$ cat src/rtl/clkbank_pkg.sv
// Package: shared constants for the channel bank.
// Assumes byte addressing with 32-bit registers on word boundaries.
package clkbank_pkg;
    localparam int ADDR_W = 4;
    localparam int DATA_W = 32;
    localparam logic [ADDR_W-1:0] OFS_GATE = 4'h0;
    localparam logic [ADDR_W-1:0] OFS_SEL  = 4'h4;
    localparam logic [ADDR_W-1:0] OFS_DIV  = 4'h8;
endpackage

$ cat src/rtl/clkbank_regs.sv
// Register file: holds the gate, select and divider words.
// Assumes single-cycle accesses. Writes land on the accepting edge.
// Reads are combinational and return zero for undecoded offsets.
module clkbank_regs
    import clkbank_pkg::*;
(
    input  logic              clk,
    input  logic              rst_n,
    input  logic              bus_sel,
    input  logic              bus_we,
    input  logic [ADDR_W-1:0] bus_addr,
    input  logic [DATA_W-1:0] bus_wdata,
    output logic [DATA_W-1:0] bus_rdata,
    output logic [DATA_W-1:0] gate_r,
    output logic [DATA_W-1:0] sel_r,
    output logic [DATA_W-1:0] div_r
);
    logic hit_gate, hit_sel, hit_div, wr;

    // Decode the offset.
    always_comb begin
        hit_gate = (bus_addr == OFS_GATE);
        hit_sel  = (bus_addr == OFS_SEL);
        hit_div  = (bus_addr == OFS_DIV);
        wr       = bus_sel && bus_we;
    end

    // Update the stored words on an accepted write.
    always_ff @(posedge clk) begin
        if (!rst_n) begin
            gate_r <= '0;
            sel_r  <= '0;
            div_r  <= '0;
        end else if (wr) begin
            if (hit_gate) gate_r <= bus_wdata;
            if (hit_sel)  sel_r  <= bus_wdata;
            if (hit_div)  div_r  <= bus_wdata;
        end
    end

    // Read mux.
    always_comb begin
        bus_rdata = '0;
        if (bus_sel && !bus_we) begin
            if (hit_gate)     bus_rdata = gate_r;
            else if (hit_sel) bus_rdata = sel_r;
            else if (hit_div) bus_rdata = div_r;
        end
    end

    AST_BAD_OFS_IGNORED: assert property (@(posedge clk) disable iff (!rst_n)
        (wr && !hit_gate && !hit_sel && !hit_div) |=>
        ($stable(gate_r) && $stable(sel_r) && $stable(div_r)));

    AST_GATE_WRITE_LANDS: assert property (@(posedge clk) disable iff (!rst_n)
        (wr && hit_gate) |=> (gate_r == $past(bus_wdata)));
endmodule

$ cat src/rtl/clkbank_src_sel.sv
// Source selector: forwards the parent strobe picked by the select field.
// Assumes NUM_SRC is a power of two, so every field value is a valid index.
module clkbank_src_sel #(
    parameter int NUM_SRC = 4,
    localparam int SEL_W  = $clog2(NUM_SRC)
) (
    input  logic [NUM_SRC-1:0] src_stb,
    input  logic [SEL_W-1:0]   sel_fld,
    output logic               src_hit
);
    // Pick one parent strobe.
    always_comb src_hit = src_stb[sel_fld];
endmodule

$ cat src/rtl/clkbank_chan.sv
// Channel core: power-of-two pulse divider followed by a gate.
// Assumes the select and divider fields come from registers.
// A field change clears the counter, even while the channel is gated.
module clkbank_chan #(
    parameter int SEL_W = 2,
    parameter int DIV_W = 2,
    localparam int CNT_W = (1 << DIV_W) - 1
) (
    input  logic             clk,
    input  logic             rst_n,
    input  logic             src_hit,
    input  logic [SEL_W-1:0] sel_fld,
    input  logic [DIV_W-1:0] div_fld,
    input  logic             gate_off,
    output logic             out_stb
);
    logic [SEL_W-1:0] sel_seen;
    logic [DIV_W-1:0] div_seen;
    logic [CNT_W-1:0] cnt, lim;
    logic             cfg_chg;

    // Detect a configuration change and derive the terminal count.
    always_comb begin
        cfg_chg = (sel_fld != sel_seen) || (div_fld != div_seen);
        lim     = CNT_W'((32'd1 << div_fld) - 32'd1);
    end

    // Count parent strobes: restart wins over the gate's freeze.
    always_ff @(posedge clk) begin
        if (!rst_n) begin
            sel_seen <= '0;
            div_seen <= '0;
            cnt      <= '0;
            out_stb  <= 1'b0;
        end else begin
            sel_seen <= sel_fld;
            div_seen <= div_fld;
            out_stb  <= 1'b0;
            if (cfg_chg) begin
                cnt <= '0;
            end else if (!gate_off && src_hit) begin
                if (cnt == lim) begin
                    cnt     <= '0;
                    out_stb <= 1'b1;
                end else begin
                    cnt <= cnt + 1'b1;
                end
            end
        end
    end

    AST_GATED_QUIET: assert property (@(posedge clk) disable iff (!rst_n)
        gate_off |=> !out_stb);

    AST_CNT_IN_RANGE: assert property (@(posedge clk) disable iff (!rst_n)
        !cfg_chg |-> (cnt <= lim));

    AST_OUT_NEEDS_SRC: assert property (@(posedge clk) disable iff (!rst_n)
        out_stb |-> $past(src_hit));

    AST_CHANGE_RESTARTS: assert property (@(posedge clk) disable iff (!rst_n)
        cfg_chg |=> (cnt == '0));

    AST_GATE_FREEZES: assert property (@(posedge clk) disable iff (!rst_n)
        (gate_off && !cfg_chg) |=> $stable(cnt));
endmodule

$ cat src/rtl/clk_chan_bank.sv
// Top: register file plus one selector and one divider/gate per channel.
// Assumes NUM_CH*SEL_W and NUM_CH*DIV_W fit in one register word.
module clk_chan_bank
    import clkbank_pkg::*;
#(
    parameter int NUM_CH  = 16,
    parameter int NUM_SRC = 4,
    parameter int DIV_W   = 2,
    localparam int SEL_W  = $clog2(NUM_SRC)
) (
    input  logic              clk,
    input  logic              rst_n,
    input  logic              bus_sel,
    input  logic              bus_we,
    input  logic [ADDR_W-1:0] bus_addr,
    input  logic [DATA_W-1:0] bus_wdata,
    output logic [DATA_W-1:0] bus_rdata,
    input  logic [NUM_SRC-1:0] src_stb,
    output logic [NUM_CH-1:0]  ch_stb
);
    logic [DATA_W-1:0] gate_r, sel_r, div_r;

    clkbank_regs u_regs (
        .clk(clk), .rst_n(rst_n),
        .bus_sel(bus_sel), .bus_we(bus_we), .bus_addr(bus_addr),
        .bus_wdata(bus_wdata), .bus_rdata(bus_rdata),
        .gate_r(gate_r), .sel_r(sel_r), .div_r(div_r)
    );

    for (genvar i = 0; i < NUM_CH; i++) begin : g_ch
        logic hit;

        clkbank_src_sel #(.NUM_SRC(NUM_SRC)) u_sel (
            .src_stb(src_stb),
            .sel_fld(sel_r[SEL_W*i +: SEL_W]),
            .src_hit(hit)
        );

        clkbank_chan #(.SEL_W(SEL_W), .DIV_W(DIV_W)) u_chan (
            .clk(clk), .rst_n(rst_n),
            .src_hit(hit),
            .sel_fld(sel_r[SEL_W*i +: SEL_W]),
            .div_fld(div_r[DIV_W*i +: DIV_W]),
            .gate_off(gate_r[i]),
            .out_stb(ch_stb[i])
        );
    end
endmodule

$ cat config.mk
export PLATFORM = sky130hd
export DESIGN_NAME = clk_chan_bank
export DESIGN_NICKNAME = d
export VERILOG_FILES = /design/src/rtl/clkbank_pkg.sv /design/src/rtl/clkbank_regs.sv /design/src/rtl/clkbank_src_sel.sv /design/src/rtl/clkbank_chan.sv /design/src/rtl/clk_chan_bank.sv
export SDC_FILE = /design/constraint.sdc
export NUM_CORES = 1
export LEC_CHECK = 0
export ABC_AREA = 0
export BUFFER_PORTS_ARGS = -buffer_cell sky130_fd_sc_hd__buf_4
export CAP_MARGIN = 0
export CORE_ASPECT_RATIO = 0.9
export CORE_UTILIZATION = 60
export DETAILED_ROUTE_END_ITERATION = 7
export GPL_ROUTABILITY_DRIVEN = 0
export PLACE_DENSITY = 0.79
export SLEW_MARGIN = 20
export SYNTH_ARGS = -nofsm -noshare
export SYNTH_HDL_FRONTEND = slang
export SYNTH_SLANG_ARGS = --single-unit
$ cat constraint.sdc
create_clock -name clk -period 1.8 [get_ports clk]
set_input_delay 0.18 -clock clk [delete_from_list [all_inputs] [get_ports clk]]
set_output_delay 0.18 -clock clk [all_outputs]
set_load 0.01 [all_outputs]
==> results.sh <==
export IMPL_end_kind="output pin"
export IMPL_fmax_mhz=570
export IMPL_avgSynthCellArea_um2=8.62
export IMPL_synth_seq_cells=224
export IMPL_pin_count=92
export IMPL_max_slew_margin_rel=0.555
export IMPL_holdWs_ns=0.179
export IMPL_track_usage=0.291
export IMPL_synth_area_leaders="dfxtp_1, nand2_1, xor2_1"
export IMPL_die_area_mm2=0.0184
export IMPL_antenna_left=0
export IMPL_muxShareOfSynthArea=0.0569
export IMPL_finalSetupViolCount=0
export IMPL_hpwlAfterDp_um=17400
export IMPL_final_common_cell="nand2_1"
export IMPL_path_class="reg -> out"
export IMPL_finalMaxSlewViolations=0
export IMPL_yosysTopAreaCellShare=0.418
export IMPL_syn_inst=1244
export IMPL_avgRoutedWirePerCell_um=16.7
export IMPL_worst_ep_required_time_ns=1.62
export IMPL_synth_xor_xnor_area_share=0.0743
export IMPL_power_density_mw_per_mm2=833
export IMPL_synth_edf_count=0
export IMPL_hold_viol=0
export IMPL_avgViaCountPerCell=5.63
export IMPL_fin_skew_ns=0.00866
export IMPL_synth_distinct_cells=39
export IMPL_cp_max_fo=5
export IMPL_seqCellArea_mm2=0.00449
export IMPL_min_period_over_period=0.975
export IMPL_mostFrequentLayoutCells="nand2_1, dfxtp_1, buf_4, nor2_1, and2_1"
export IMPL_arrival_ns=1.57
export IMPL_drive_gt1_frac=0.167
export IMPL_finalCriticalPeriod_ns=1.75
export IMPL_fill_cells=1351
export IMPL_drt_first_iter_violations=464
export IMPL_postSynthNetCount=1304
export IMPL_cts_buffer_depth=3
export IMPL_p_leak_nw=5.18
export IMPL_start_util=0.611
export IMPL_synth_area_mm2=0.0107
export IMPL_multi_input_area_mm2=0.00580
export IMPL_grt_max_degree=40
export IMPL_std_cell_rows=46
export IMPL_drtPass1Iterations=5
export IMPL_worst_pin_slew_ns=0.668
export IMPL_cts_root_buf="clkbuf_16"
export IMPL_synth_flop_cell="dfxtp_1"
export IMPL_synth_compound_area_frac=0.113
export IMPL_yosys_area_share_simple=0.271
export IMPL_grt_pass1_wl_um=42300
export IMPL_antennaDiodeCount=0
export IMPL_status="finished clean"
export IMPL_clock_latency_ns=0.51
export IMPL_die_h_um=129
export IMPL_final_nets=1387
export IMPL_drc=0
export IMPL_rsz0062_at_grt="no"
export IMPL_cts_buffers_inserted=23
export IMPL_numClockSinks=224
export IMPL_yosys_area_top_type="dfxtp_1"
export IMPL_routed_wl_um=26500
export IMPL_yosys_warnings=0
export IMPL_stdcell_count=1581
export IMPL_first_global_vias=8362
export IMPL_async_flop_share=0
export IMPL_cts_tree="yes"
export IMPL_crit_path_start_kind="flop"
export IMPL_portBuffers=91
export IMPL_synth_fa_ha_area_frac=0.0187
export IMPL_dp_cells=1510
export IMPL_core_area_mm2=0.0176
export IMPL_maxCapViolCount=0
export IMPL_cts_htree_levels=1
export IMPL_min_path_type="in -> reg"
export IMPL_tns_ns=0
export IMPL_antenna_found_initial=0
export IMPL_ys_seq_area_frac=0.418
export IMPL_irDropWorstVdd_v=0.000726
export IMPL_vias=8894
export IMPL_synth_top_family_by_area="simple AND/OR/NAND/NOR gates"
export IMPL_clk_pin_slew_ns=0.06
export IMPL_area_growth_pct=18.3
export IMPL_die_w_um=143
export IMPL_gr_total_overflow=0
Yosys cell counts (3+ instances only):
| cell type | number |
|---|---|
| or3_1 | 4 |
| nand2b_1 | 59 |
| mux4_2 | 16 |
| inv_1 | 8 |
| or3b_2 | 13 |
| nand3_1 | 24 |
| a21oi_1 | 17 |
| clkbuf_1 | 73 |
| and2b_1 | 4 |
| or2_2 | 3 |
| nor3_1 | 56 |
| buf_4 | 19 |
| nor2b_1 | 6 |
| nand2_1 | 220 |
| a21boi_0 | 41 |
| a21boi_1 | 55 |
| nand4_1 | 18 |
| a22oi_1 | 32 |
| buf_2 | 12 |
| and2_1 | 64 |
| or4_1 | 13 |
| mux2i_1 | 25 |
| xor2_1 | 63 |
| nand3b_1 | 9 |
| xnor2_1 | 28 |
| a2111oi_0 | 3 |
| o21ai_2 | 4 |
| o21ai_0 | 12 |
| a31oi_1 | 8 |
| nor2_1 | 87 |
| ha_1 | 16 |
| dfxtp_1 | 224 |
critical path, stage by stage, from the launching register on:
cell	delay [ns]
dfxtp_1	0.43
nand2b_1	0.13
a22oi_1	0.06
nor3_1	0.27
buf_4	0.18
layout make-up:
type | instances | area share
Clock buffer | 33 | 0.0514
Clock inverter | 6 | 0.00463
Inverter | 8 | 0.00237
Multi-Input combinational cell | 908 | 0.457
Sequential cell | 224 | 0.354
Tap cell | 240 | 0.0237
Timing Repair Buffer | 162 | 0.107
flip-flops by register name (all words and copies together) (netlist names):
signal and count:
g_ch.u_chan.sel_seen 32, u_regs.sel_r 32, u_regs.div_r 32, g_ch.u_chan.div_seen 32, g_ch.u_chan.out_stb 16, u_regs.gate_r 32
g_ch.u_chan.cnt 48
power breakdown:
part | leakage [nW] | switching (mW) | internal, mW
logic | 3.01 | 0.476 | 0.433
registers | 1.81 | 0.0838 | 5.04
clock network | 0.353 | 1.89 | 2.65
per-layer routing:
| layer | vias to the layer above | part of all wire | global-route usage | wire (um) |
|---|---|---|---|---|
| met3 | 61 | 0.076 | 0.0447 | 2000 |
| met2 | 341 | 0.47 | 0.499 | 12400 |
| li1 | 4316 | - | - | - |
| met5 | - | 0 | 0 | 0 |
| met4 | 0 | 0.028 | 0.0949 | 736 |
| met1 | 4176 | 0.43 | 0.375 | 11300 |
logic make-up (layout without fill, tap and decap cells):
logic type	Yosys count	after routing
compound gates	172	172
xor+xnor	91	91
fa+ha+maj	16	16
buf+inv	112	209
flops	224	224
mux	41	41
simple gates	588	588
path summary, 6_finish.rpt:
kind                                         from                      to  slack, ns  cells past startpoint
worst min-delay path                        rst_n  g_ch[1].u_chan.out_stb       0.18                      3
worst max-delay path              u_regs.sel_r[6]            bus_rdata[6]       0.05                      4
worst max register to register   u_regs.sel_r[26]  g_ch[13].u_chan.cnt[1]       0.19                      5
worst min register to register  u_regs.gate_r[23]       u_regs.gate_r[23]       0.45                      2
stage by stage:
| step | power, mW | utilization | worst slack, ns | cell area, um^2 |
|---|---|---|---|---|
| floorplan | 5.75 | - | 0.224 | 10700 |
| global placement | 6.05 | 0.660 | 0.0521 | 11600 |
| detailed placement | 6.07 | 0.660 | 0.0600 | 11600 |
| CTS | 10.6 | 0.720 | 0.00253 | 12600 |
| global route | 10.9 | 0.723 | 0.00169 | 12700 |
| finish | 10.6 | 0.723 | 0.0453 | 12700 |
repair_timing:
| item | in CTS | in global routing |
|---|---|---|
| endpoints found under the hold margin | 96 | 0 |
| buffers inserted | 0 | 0 |
| gates resized for setup | 2 | 18 |
| setup endpoints to repair | 2 | 13 |
| hold buffers | 32 | 0 |
No activity file was read; power rests on OpenSTA's default activity.
